`src/rtl/tmm_pkg.sv`:
```
package tmm_pkg;
  // Fallback generator state used at reset and in place of an all-zero seed.
  localparam logic [63:0] SAFE_STATE = 64'h2B3C_4D5E_6F70_8192;

  // Bit of the generator state that feeds a given mesh line.
  function automatic int unsigned line_tap(input int unsigned line, input int unsigned stride);
    return line * stride;
  endfunction
endpackage

```
`src/rtl/tmm_lfsr.sv`:
```
module tmm_lfsr import tmm_pkg::*; #(
  parameter int W      = 31,
  parameter int TAP_HI = 31,
  parameter int TAP_LO = 28
) (
  input  logic         clk,
  input  logic         rst,
  input  logic         load,
  input  logic [W-1:0] seed,
  output logic [W-1:0] state
);
  localparam logic [W-1:0] FALLBACK = SAFE_STATE[W-1:0];

  logic fb;
  assign fb = state[TAP_HI-1] ^ state[TAP_LO-1];

  always_ff @(posedge clk) begin
    if (rst) begin
      state <= FALLBACK;
    end else if (load) begin
      state <= (seed == '0) ? FALLBACK : seed;
    end else begin
      state <= {state[W-2:0], fb};
    end
  end
endmodule

```
`src/rtl/tmm_mask.sv`:
```
module tmm_mask #(
  parameter int MAX_WIN = 8,
  parameter int WIN_W   = 4
) (
  input  logic             clk,
  input  logic             rst,
  input  logic             load,
  input  logic [WIN_W-1:0] win_eff,
  output logic             check_en
);
  localparam int CW = $clog2(MAX_WIN + 3);

  logic [CW-1:0] hold_q;

  always_ff @(posedge clk) begin
    if (rst) begin
      hold_q <= CW'(MAX_WIN + 2);
    end else if (load) begin
      hold_q <= CW'(win_eff) + CW'(2);
    end else if (hold_q != '0) begin
      hold_q <= hold_q - CW'(1);
    end
  end

  assign check_en = (hold_q == '0) && !load;
endmodule

```
`src/rtl/tmm_line.sv`:
```
module tmm_line #(
  parameter int MAX_WIN = 8,
  parameter int WIN_W   = 4
) (
  input  logic             clk,
  input  logic             rst,
  input  logic             tap_bit,
  input  logic             sense_i,
  input  logic [WIN_W-1:0] lag_i,
  input  logic [WIN_W-1:0] win_eff,
  input  logic             check_en,
  output logic             drive_o,
  output logic             hit_o,
  output logic             fault_o
);
  logic               sync1_q, sync2_q;
  logic [MAX_WIN-1:0] hist_q;
  logic               exp_bit;
  logic               lag_ok;

  always_ff @(posedge clk) begin
    if (rst) begin
      drive_o <= 1'b0;
      sync1_q <= 1'b0;
      sync2_q <= 1'b0;
      hist_q  <= '0;
    end else begin
      drive_o <= tap_bit;
      sync1_q <= sense_i;
      sync2_q <= sync1_q;
      hist_q  <= {hist_q[MAX_WIN-2:0], drive_o};
    end
  end

  // hist_q[j] holds the drive value of j+1 cycles ago
  always_comb begin
    exp_bit = 1'b0;
    for (int j = 0; j < MAX_WIN; j++) begin
      if (lag_i == WIN_W'(j + 1)) exp_bit = hist_q[j];
    end
  end

  assign lag_ok = (lag_i != '0) && (lag_i <= win_eff);
  assign hit_o  = check_en && (!lag_ok || (sync2_q != exp_bit));

  always_ff @(posedge clk) begin
    if (rst) fault_o <= 1'b0;
    else     fault_o <= fault_o | hit_o;
  end
endmodule

```
`src/rtl/tamper_mesh_monitor.sv`:
```
module tamper_mesh_monitor import tmm_pkg::*; #(
  parameter int NUM_LINES  = 4,
  parameter int LFSR_W     = 31,
  parameter int TAP_HI     = 31,
  parameter int TAP_LO     = 28,
  parameter int TAP_STRIDE = 7,
  parameter int MAX_WIN    = 8,
  localparam int WIN_W     = $clog2(MAX_WIN + 1)
) (
  input  logic                       clk,
  input  logic                       rst,
  input  logic [LFSR_W-1:0]          seed_i,
  input  logic                       seed_load_i,
  input  logic [WIN_W-1:0]           win_cfg_i,
  input  logic [NUM_LINES*WIN_W-1:0] lag_cfg_i,
  output logic [NUM_LINES-1:0]       mesh_drv_o,
  input  logic [NUM_LINES-1:0]       mesh_sns_i,
  output logic [NUM_LINES-1:0]       line_fault_o,
  output logic                       tamper_o,
  output logic                       zeroize_o
);
  generate
    if (TAP_STRIDE * (NUM_LINES - 1) >= LFSR_W) begin : g_bad_stride
      $error("line taps exceed generator width");
    end
  endgenerate

  logic [LFSR_W-1:0]    lfsr_q;
  logic [WIN_W-1:0]     win_eff;
  logic                 check_en;
  logic [NUM_LINES-1:0] hit;

  assign win_eff = (win_cfg_i > WIN_W'(MAX_WIN)) ? WIN_W'(MAX_WIN) : win_cfg_i;

  tmm_lfsr #(.W(LFSR_W), .TAP_HI(TAP_HI), .TAP_LO(TAP_LO)) u_lfsr (
    .clk   (clk),
    .rst   (rst),
    .load  (seed_load_i),
    .seed  (seed_i),
    .state (lfsr_q)
  );

  tmm_mask #(.MAX_WIN(MAX_WIN), .WIN_W(WIN_W)) u_mask (
    .clk      (clk),
    .rst      (rst),
    .load     (seed_load_i),
    .win_eff  (win_eff),
    .check_en (check_en)
  );

  for (genvar i = 0; i < NUM_LINES; i++) begin : g_line
    tmm_line #(.MAX_WIN(MAX_WIN), .WIN_W(WIN_W)) u_line (
      .clk      (clk),
      .rst      (rst),
      .tap_bit  (lfsr_q[line_tap(i, TAP_STRIDE)]),
      .sense_i  (mesh_sns_i[i]),
      .lag_i    (lag_cfg_i[i*WIN_W +: WIN_W]),
      .win_eff  (win_eff),
      .check_en (check_en),
      .drive_o  (mesh_drv_o[i]),
      .hit_o    (hit[i]),
      .fault_o  (line_fault_o[i])
    );
  end

  always_ff @(posedge clk) begin
    if (rst) begin
      tamper_o  <= 1'b0;
      zeroize_o <= 1'b0;
    end else begin
      tamper_o  <= tamper_o  | (|hit);
      zeroize_o <= zeroize_o | (|hit);
    end
  end
endmodule

```
`config.mk`:
```
export PLATFORM = sky130hd
export DESIGN_NAME = tamper_mesh_monitor
export DESIGN_NICKNAME = d
export VERILOG_FILES = /design/src/rtl/tmm_pkg.sv /design/src/rtl/tmm_lfsr.sv /design/src/rtl/tmm_mask.sv /design/src/rtl/tmm_line.sv /design/src/rtl/tamper_mesh_monitor.sv
export SDC_FILE = /design/constraint.sdc
export NUM_CORES = 1
export LEC_CHECK = 0
export BUFFER_PORTS_ARGS = -buffer_cell sky130_fd_sc_hd__buf_2
export CORE_MARGIN = 4
export CORE_UTILIZATION = 35
export DETAILED_ROUTE_END_ITERATION = 12
export PLACE_DENSITY = 0.61
export SLEW_MARGIN = 5
export SYNTH_ARGS = -nofsm -noshare
export SYNTH_HDL_FRONTEND = slang
export SYNTH_SLANG_ARGS = --single-unit
```
`constraint.sdc`:
```
create_clock -name clk -period 4.19 [get_ports clk]
set_input_delay 0.419 -clock clk [delete_from_list [all_inputs] [get_ports clk]]
set_output_delay 0.419 -clock clk [all_outputs]
set_load 0.02 [all_outputs]
```
Word-level counts from Yosys, hierarchy flattened --
Cells that the tools add are included. W data, S select, Z words.
Cells by class: add/sub/neg operators 2, multiply operators 0, divide/modulo/power cells 0, magnitude comparators 5, equality and inequality tests 36, shift-type cells 0, muxes and demuxes 37, bitwise operators 7, reductions and logical operators 27
Operator list (number):
- $eq A4 B3 Y1 const B | 16
- $mux W31 | 2
- $eq A4 B2 Y1 const B | 8
- $mux W1 | 32
- $logic_not A31 Y1 | 1
- $reduce_bool A4 Y1 | 5
- $eq A4 B1 Y1 const B | 4
- $eq A4 B4 Y1 const B | 4
- $le A4 B4 Y1 | 4
- $mux W4 | 3
- $logic_and A1 B1 Y1 | 9
- $or A1 B1 Y1 | 6
- $logic_not A1 Y1 | 5
- $add A4 B2 Y4 const B | 1
- $gt A4 B4 Y1 const B | 1
- $logic_not A4 Y1 | 1
- $logic_or A1 B1 Y1 | 4
- $ne A1 B1 Y1 | 4
- $reduce_or A4 Y1 | 1
- $sub A4 B1 Y4 const B | 1
- $reduce_bool A2 Y1 | 1
- $xor A1 B1 Y1 | 1
Storage, ports and cells: flip-flop bits (word level) 85, latch bits 0, memory bits (writable) 0, bits in read-only memories 0, input port bits 58, output and inout port bits 10, memories 0

Logic depth before layout (Yosys ltp) --
Gate-level depths: netlist (run 1).
depth after elaboration 14, mapped depth 9

Hierarchy --
A second synthesis (run 1) with hierarchy kept.
Second synthesis, totals: cell total of the unflattened synthesis 404, area total of the unflattened synthesis 3848.7 um2
Modules (own cells, without submodules):
- tmm_line (g_line[0].u_line ...) | times used 3, cells each 58, area each 546.8 um2, seq. area each 240.2 um2
- tmm_lfsr | times used 1, cells each 130, area each 1273.7 um2, seq. area each 620.6 um2
- tmm_line (g_line[3].u_line) | times used 1, cells each 58, area each 565.5 um2, seq. area each 240.2 um2
- tmm_mask | times used 1, cells each 31, area each 276.5 um2, seq. area each 80.1 um2
- tamper_mesh_monitor | times used 1, cells each 11, area each 92.6 um2, seq. area each 40.0 um2

Worst setup path before layout (run 1) --
No wires, ideal clock.
kind input to register, start in win_cfg_i[1], end reg tamper_o, library setup time 131 ps, arrival 1935 ps, data required time 4059 ps, slack 2124 ps, stages 8, path through nor2b_1 > inv_1 > ha_1 > nor2b_1 > a2111oi_0 > o32ai_1 > o31ai_1 > a31oi_1
On the way: word-level cells in the longest chain between the ends 9
Ends and longest elaborated chain:
- start, declared | line tamper_mesh_monitor.sv:14 | input logic [WIN_W-1:0] win_cfg_i,
- $gt A4 B4 Y1 | line tamper_mesh_monitor.sv:33 | assign win_eff = (win_cfg_i > WIN_W'(MAX_WIN)) ? WIN_W'(MAX_WIN) : win_cfg_i;
- $mux W4 * | line tamper_mesh_monitor.sv:33
- $le A4 B4 Y1 | line tmm_line.sv:43 | assign lag_ok = (lag_i != '0) && (lag_i <= win_eff);
- $logic_and A1 B1 Y1 | line tmm_line.sv:43
- $logic_not A1 Y1 | line tmm_line.sv:44 | assign hit_o = check_en && (!lag_ok || (sync2_q != exp_bit));
- $logic_or A1 B1 Y1 | line tmm_line.sv:44
- $logic_and A1 B1 Y1 | line tmm_line.sv:44
- $reduce_or A4 Y1 * | line tamper_mesh_monitor.sv:71 | tamper_o <= tamper_o | (|hit);
- $or A1 B1 Y1 * | line tamper_mesh_monitor.sv:71
- end signal, assigned | line tamper_mesh_monitor.sv:71
- end, declared | line tamper_mesh_monitor.sv:19 | output logic tamper_o,
Mark *: on every way between the ends. The rest lies on a longest branch, timed or not. A chain may end at the register's enable or synchronous reset.

Worst setup path after layout (run 1) --
start in win_cfg_i[3], end reg tamper_o
Same word-level chain as after synthesis.

==> results of run 1 <==
## per-layer routing
| layer | wire length (um) | GRT usage | part of all wire | vias up |
|---|---|---|---|---|
| met5 | 0 | 0 | 0 | - |
| met4 | 65 | 0.0337 | 0.0081 | 0 |
| met3 | 544 | 0.0513 | 0.068 | 6 |
| met2 | 3550 | 0.215 | 0.44 | 77 |
| met1 | 3860 | 0.176 | 0.48 | 1291 |
| li1 | - | - | - | 1425 |
## cell usage in the layout (no fill, tap or decap), types with 5 or more instances in the layout
cell,synthesis,final
nor3_1,8,8
a21oi_1,18,18
ha_1,19,19
buf_2,3,67
nor2_1,27,27
xnor2_1,5,5
mux2i_1,30,30
dfxtp_1,85,85
clkbuf_8,0,11
nand2b_1,16,16
a211oi_1,5,5
or2_2,5,5
o22ai_1,18,18
nand2_1,5,5
nor4_1,7,7
inv_1,16,16
nor2b_1,51,51
## sequential cells by signal, indices dropped and copies added, names as in the netlist
name                   flops
g_line.u_line.fault_o      4
zeroize_o                  1
g_line.u_line.sync2_q      4
g_line.u_line.sync1_q      4
tamper_o                   1
u_lfsr.state              31
g_line.u_line.hist_q      32
g_line.u_line.drive_o      4
u_mask.hold_q              4
## cell families (layout without fill, tap and decap cells)
kind of cell             Yosys count  in the layout  share of synthesized area
AND/OR/NAND/NOR                  136            136                      0.208
adder cells (fa/ha/maj)           19             19                     0.0643
multiplexers                      30             30                     0.0812
buffers and inverters             43            100                     0.0589
AO/OA/AOI/OAI                     63             63                      0.114
XOR/XNOR                           6              6                     0.0142
flip-flops                        85             85                      0.460
## through the flow
stage | cell area, um2 | hold WS, ns
floorplan | 3700 | 0.414
CTS | 4230 | 0.269
finish | 4230 | 0.283
detailed placement | 4050 | 0.435
global placement | 4050 | 0.435
global route | 4230 | 0.285
## final cells by class
cell class	count	area [um2]
Fill cell	1034	6090
Multi-Input combinational cell	254	1780
Sequential cell	85	1700
Timing Repair Buffer	68	343
Tap cell	136	170
Clock buffer	13	159
Inverter	16	60.1
Clock inverter	3	20.0
## worst paths after layout
kind / startpoint / end / slack, ns
min: mesh_sns_i[1] / g_line[1].u_line.sync1_q$_SDFF_PP0_ / 0.28
min reg2reg: g_line[1].u_line.sync1_q$_SDFF_PP0_ / g_line[1].u_line.sync2_q$_SDFF_PP0_ / 0.44
max reg2reg: g_line[1].u_line.hist_q[4]$_SDFF_PP0_ / tamper_o$_SDFF_PP0_ / 2.48
max: win_cfg_i[3] / tamper_o$_SDFF_PP0_ / 1.90
## worst max-delay path: stages
cell,delay (ns)
buf_2,0.12
nor2b_1,0.16
inv_1,0.14
ha_1,0.32
nor2b_1,0.13
a2111oi_0,0.45
o32ai_1,0.17
o31ai_1,0.42
a31oi_1,0.15
## where the power goes
group	internal [mW]	total [mW]	leakage (nW)	switching [mW]
Clock	0.247	0.527	0.0857	0.279
Combinational	0.0915	0.203	1.06	0.112
Sequential	0.842	0.856	0.698	0.0145
==> results.json, run 1 <==
{
  "num_antenna_cells": 0,
  "rsz0062_at_grt": "false",
  "track_usage": 0.136,
  "setup_viol": 0,
  "drc": 0,
  "cts.root.buffer_cell": "clkbuf_8",
  "final_cell_count_no_fill": 575,
  "overflow": 0,
  "cts_resized": 0,
  "synth.area.top_cells": "dfxtp_1 46%, nor2b_1 8.6%, mux2i_1 8.1%",
  "slew_headroom": 0.278,
  "syn_area_um2": 3700,
  "cp.required_ns": 4.39,
  "avgViaCountPerCell": 4.87,
  "dp_hpwl_um": 5840,
  "drt-total-wl_um": 8020,
  "worst-path-max-fanout": 5,
  "timing.final.ws_setup_ns": 1.90,
  "p_per_area_nw_per_um2": 375,
  "worstSetupEndpointType": "flip-flop",
  "die_x_um": 111,
  "period_needed_ns": 2.29,
  "grt_max_degree": 55,
  "rr_worst_depth": 6,
  "clk_latency_ns": 0.35,
  "dieHeight_um": 111,
  "dr.pass1.iters": 4,
  "ios": 68,
  "synthArstFlopShare": 0,
  "synth_common_cells": "85 x dfxtp_1, 51 x nor2b_1, 30 x mux2i_1",
  "maxCapViolations": 0,
  "cts_hold_buf": 0,
  "synth_flop_cell": "dfxtp_1",
  "hp-class": "input port to flip-flop",
  "final_antenna_net_count": 0,
  "cts.sinks": 85,
  "synth_top_area_frac": 0.460,
  "status": "finished, final reports clean",
  "hold_depth": 2,
  "syn_area_per_cell_um2": 9.68,
  "place_ws_ns": 1.61,
  "synth_nets": 459,
  "clk_path_buf_depth": 2,
  "grt_pass1_wl_um": 13800,
  "first_iter_violations": 106,
  "synth_area_leader_cell": "dfxtp_1",
  "synth_seq_cells": 85,
  "worstMarginPinSlew_ns": 1.08,
  "ctsHtreeMaxLevel": 3,
  "avgRoutedWirePerCell_um": 13.9,
  "yosysSeqAreaShare": 0.460,
  "drive_above_1_share": 0.205,
  "io_buffers": 67,
  "gp_congestion": 0.749,
  "nets": 511,
  "synth.most_common_cell": "dfxtp_1",
  "drv_slew": 0,
  "num_rows": 37,
  "vias": 2799,
  "clock_skew_ns": 0.00231,
  "cts_buffers": 9,
  "synth_cell_types": 37,
  "ir_worst_vdd_mv": 0.195,
  "area_growth_pct": 14.4,
  "die-area_um2": 12300,
  "core_um2": 10300,
  "period_share": 0.547,
  "final_util": 0.410,
  "worstSetupStartpointType": "input port",
  "dp_cells": 559,
  "fmax_ghz": 0.436,
  "antenna_found_initial": 0,
  "post_cts_buffers": 0,
  "cts_tree": "built",
  "clk_pin_slew_worst_paths_ns": 0.08,
  "synth_edf_count": 0,
  "hold_violations": 0,
  "worstPathArrival_ns": 2.49,
  "start_util": 0.358,
  "power.leakage_nw": 1.84,
  "synthCells": 382,
  "critPathKind": "input port to flip-flop",
  "fin_total_pwr_mw": 1.59,
  "grt_pass1_vias": 2897,
  "final.setup.tns_ns": 0,
  "yosysWarnings": 0
}
No activity file was read; power rests on OpenSTA's default activity.
==> run 2, diff against run 1 <==
Clock period 4.19 ns to 2.2 ns, I/O delays scaled along.
==> run 2 against run 1 <==
  * Critical endpoint unchanged
  * Sequential power grew 90%
  * Global-route usage shrank 0.20 points
  * Register-to-register slack worse by 1.9 ns
  * Combinational power increased by 97%
  * Worst hold slack worse by 0.20 ns
  * Largest power group unchanged
  * Non-clock buffer count increased by 9
  * Count of clock-buffer cells in the layout shrank 3
  * Power is 96% higher
  * Clock power increased by 100%
==> results.json, run 2 (synthesis gave the netlist of run 1 again) <==
{
  "status": "finished, final reports clean",
  "hold_path_startpoint": "mesh_sns_i[2]",
  "worstSetupStartpointType": "input port",
  "cp.required_ns": 2.48,
  "gp_congestion": 0.806,
  "avgRoutedWirePerCell_um": 13.6,
  "die-area_um2": 12300,
  "regMostFlops": "g_line.u_line.hist_q",
  "hp-class": "input port to flip-flop",
  "final_cell_count_no_fill": 583,
  "maxCapViolations": 0,
  "fill_cells": 1063,
  "cp_slowest_stage_delay_ns": 0.35,
  "final_antenna_net_count": 0,
  "hold_violations": 0,
  "cts_hold_buf": 0,
  "num_antenna_cells": 0,
  "drc": 0,
  "io_buffers": 67,
  "reg_top3": "g_line.u_line.hist_q x32, u_lfsr.state x31",
  "dieHeight_um": 111,
  "cts_tree": "built",
  "drt-total-wl_um": 7960,
  "ir_worst_vdd_mv": 0.287,
  "critPathKind": "input port to flip-flop",
  "rsz0062_at_grt": "false",
  "final_common_cell": "dfxtp_1",
  "cp_cell_sequence": "buf_2, nor2b_1, ha_1, and4_1, a211oi_1, nor3_1, mux2i_1, o31ai_1, a31oi_1",
  "startpoint": "win_cfg_i[3]",
  "post_cts_buffers": 0,
  "final.setup.tns_ns": 0,
  "dp_hpwl_um": 5960,
  "dr.pass1.iters": 4,
  "avgViaCountPerCell": 4.87,
  "cts.root.buffer_cell": "clkbuf_8",
  "largest_reg_flops": 32,
  "r2r-start": "g_line[1].u_line.hist_q[6]$_SDFF_PP0_",
  "nets": 520,
  "num_rows": 37,
  "setup_viol": 0,
  "cts_buffers": 9,
  "grt_pass1_vias": 2831,
  "start_util": 0.358,
  "grt_pass1_wl_um": 13500,
  "slew_headroom": 0.618,
  "area_growth_pct": 16.9,
  "first_iter_violations": 107,
  "slowest_stage": "a211oi_1",
  "p_per_area_nw_per_um2": 718,
  "overflow": 0,
  "clock_skew_ns": 0.0104,
  "final_cell_mix": "85 x dfxtp_1, 67 x buf_2, 51 x nor2b_1",
  "dp_cells": 568,
  "track_usage": 0.134,
  "drive_above_1_share": 0.221,
  "core_um2": 10300,
  "period_needed_ns": 1.85,
  "crit_buf_inv": 1,
  "drv_slew": 0,
  "cts_resized": 0,
  "crit_family": "compound AO/OA/AOI/OAI gates",
  "clk_latency_ns": 0.35,
  "ios": 68,
  "fmax_ghz": 0.539,
  "worstMarginPinSlew_ns": 0.572,
  "vias": 2841,
  "worstPathArrival_ns": 2.13,
  "final_util": 0.419,
  "cts.sinks": 85,
  "worstSetupEndpointType": "flip-flop",
  "ctsHtreeMaxLevel": 3,
  "antenna_found_initial": 0,
  "die_x_um": 111,
  "clk_path_buf_depth": 2,
  "clk_pin_slew_worst_paths_ns": 0.08,
  "period_share": 0.843,
  "worst-path-max-fanout": 4,
  "grt_max_degree": 43,
  "power.leakage_nw": 1.89
}
## run 2: area by class of cell
cell class                 count  area (um2)  area share
timing repair buffer          77         423      0.0978
sequential                    85        1700       0.394
multi-input combinational    254        1780       0.412
tap                          136         170      0.0394
inverter                      16        60.1      0.0139
clock inverter                 5        61.3      0.0142
clock buffer                  10         128      0.0295
## run 2: per-stage QoR
step	cell area [um2]	worst slack [ns]	power, mW	hold WS, ns
final	4320	0.346	3.10	0.0787
after global routing	4320	0.124	3.28	0.0509
after CTS	4320	0.375	3.15	0.0588
after detailed placement	4130	0.0105	2.07	0.434
after global placement	4130	0.0678	2.05	0.431
after floorplan	3700	0.333	1.92	0.348
## run 2: worst reg2reg max path, cell delays in order, from the launching register on
cell      delay (ns)
dfxtp_1         0.34
mux2i_1         0.07
a221oi_1        0.29
o22ai_1         0.14
xnor2_1         0.16
o31ai_1         0.34
a31oi_1         0.13
## run 2: power by group
part           switching (mW)  internal, mW  total (mW)
sequential             0.0273          1.60        1.63
clock                   0.552         0.523        1.07
combinational           0.214         0.186       0.399
total                   0.793          2.31        3.10
## run 2: worst paths after layout
kind                            slack (ns)  cells after the start                                  end
worst min-delay path                  0.08                      2  g_line[2].u_line.sync1_q$_SDFF_PP0_
worst max register to register        0.60                      6                  tamper_o$_SDFF_PP0_
worst max-delay path                  0.35                      9                  tamper_o$_SDFF_PP0_
worst min register to register        0.45                      2  g_line[0].u_line.fault_o$_SDFF_PP0_
## run 2: layer usage
layer,GRT usage,wire length (um),up-vias
met3,0.0513,523,9
met4,0.0369,78,0
met1,0.172,3690,1312
met2,0.212,3660,76
met5,0,0,-
li1,-,-,1444
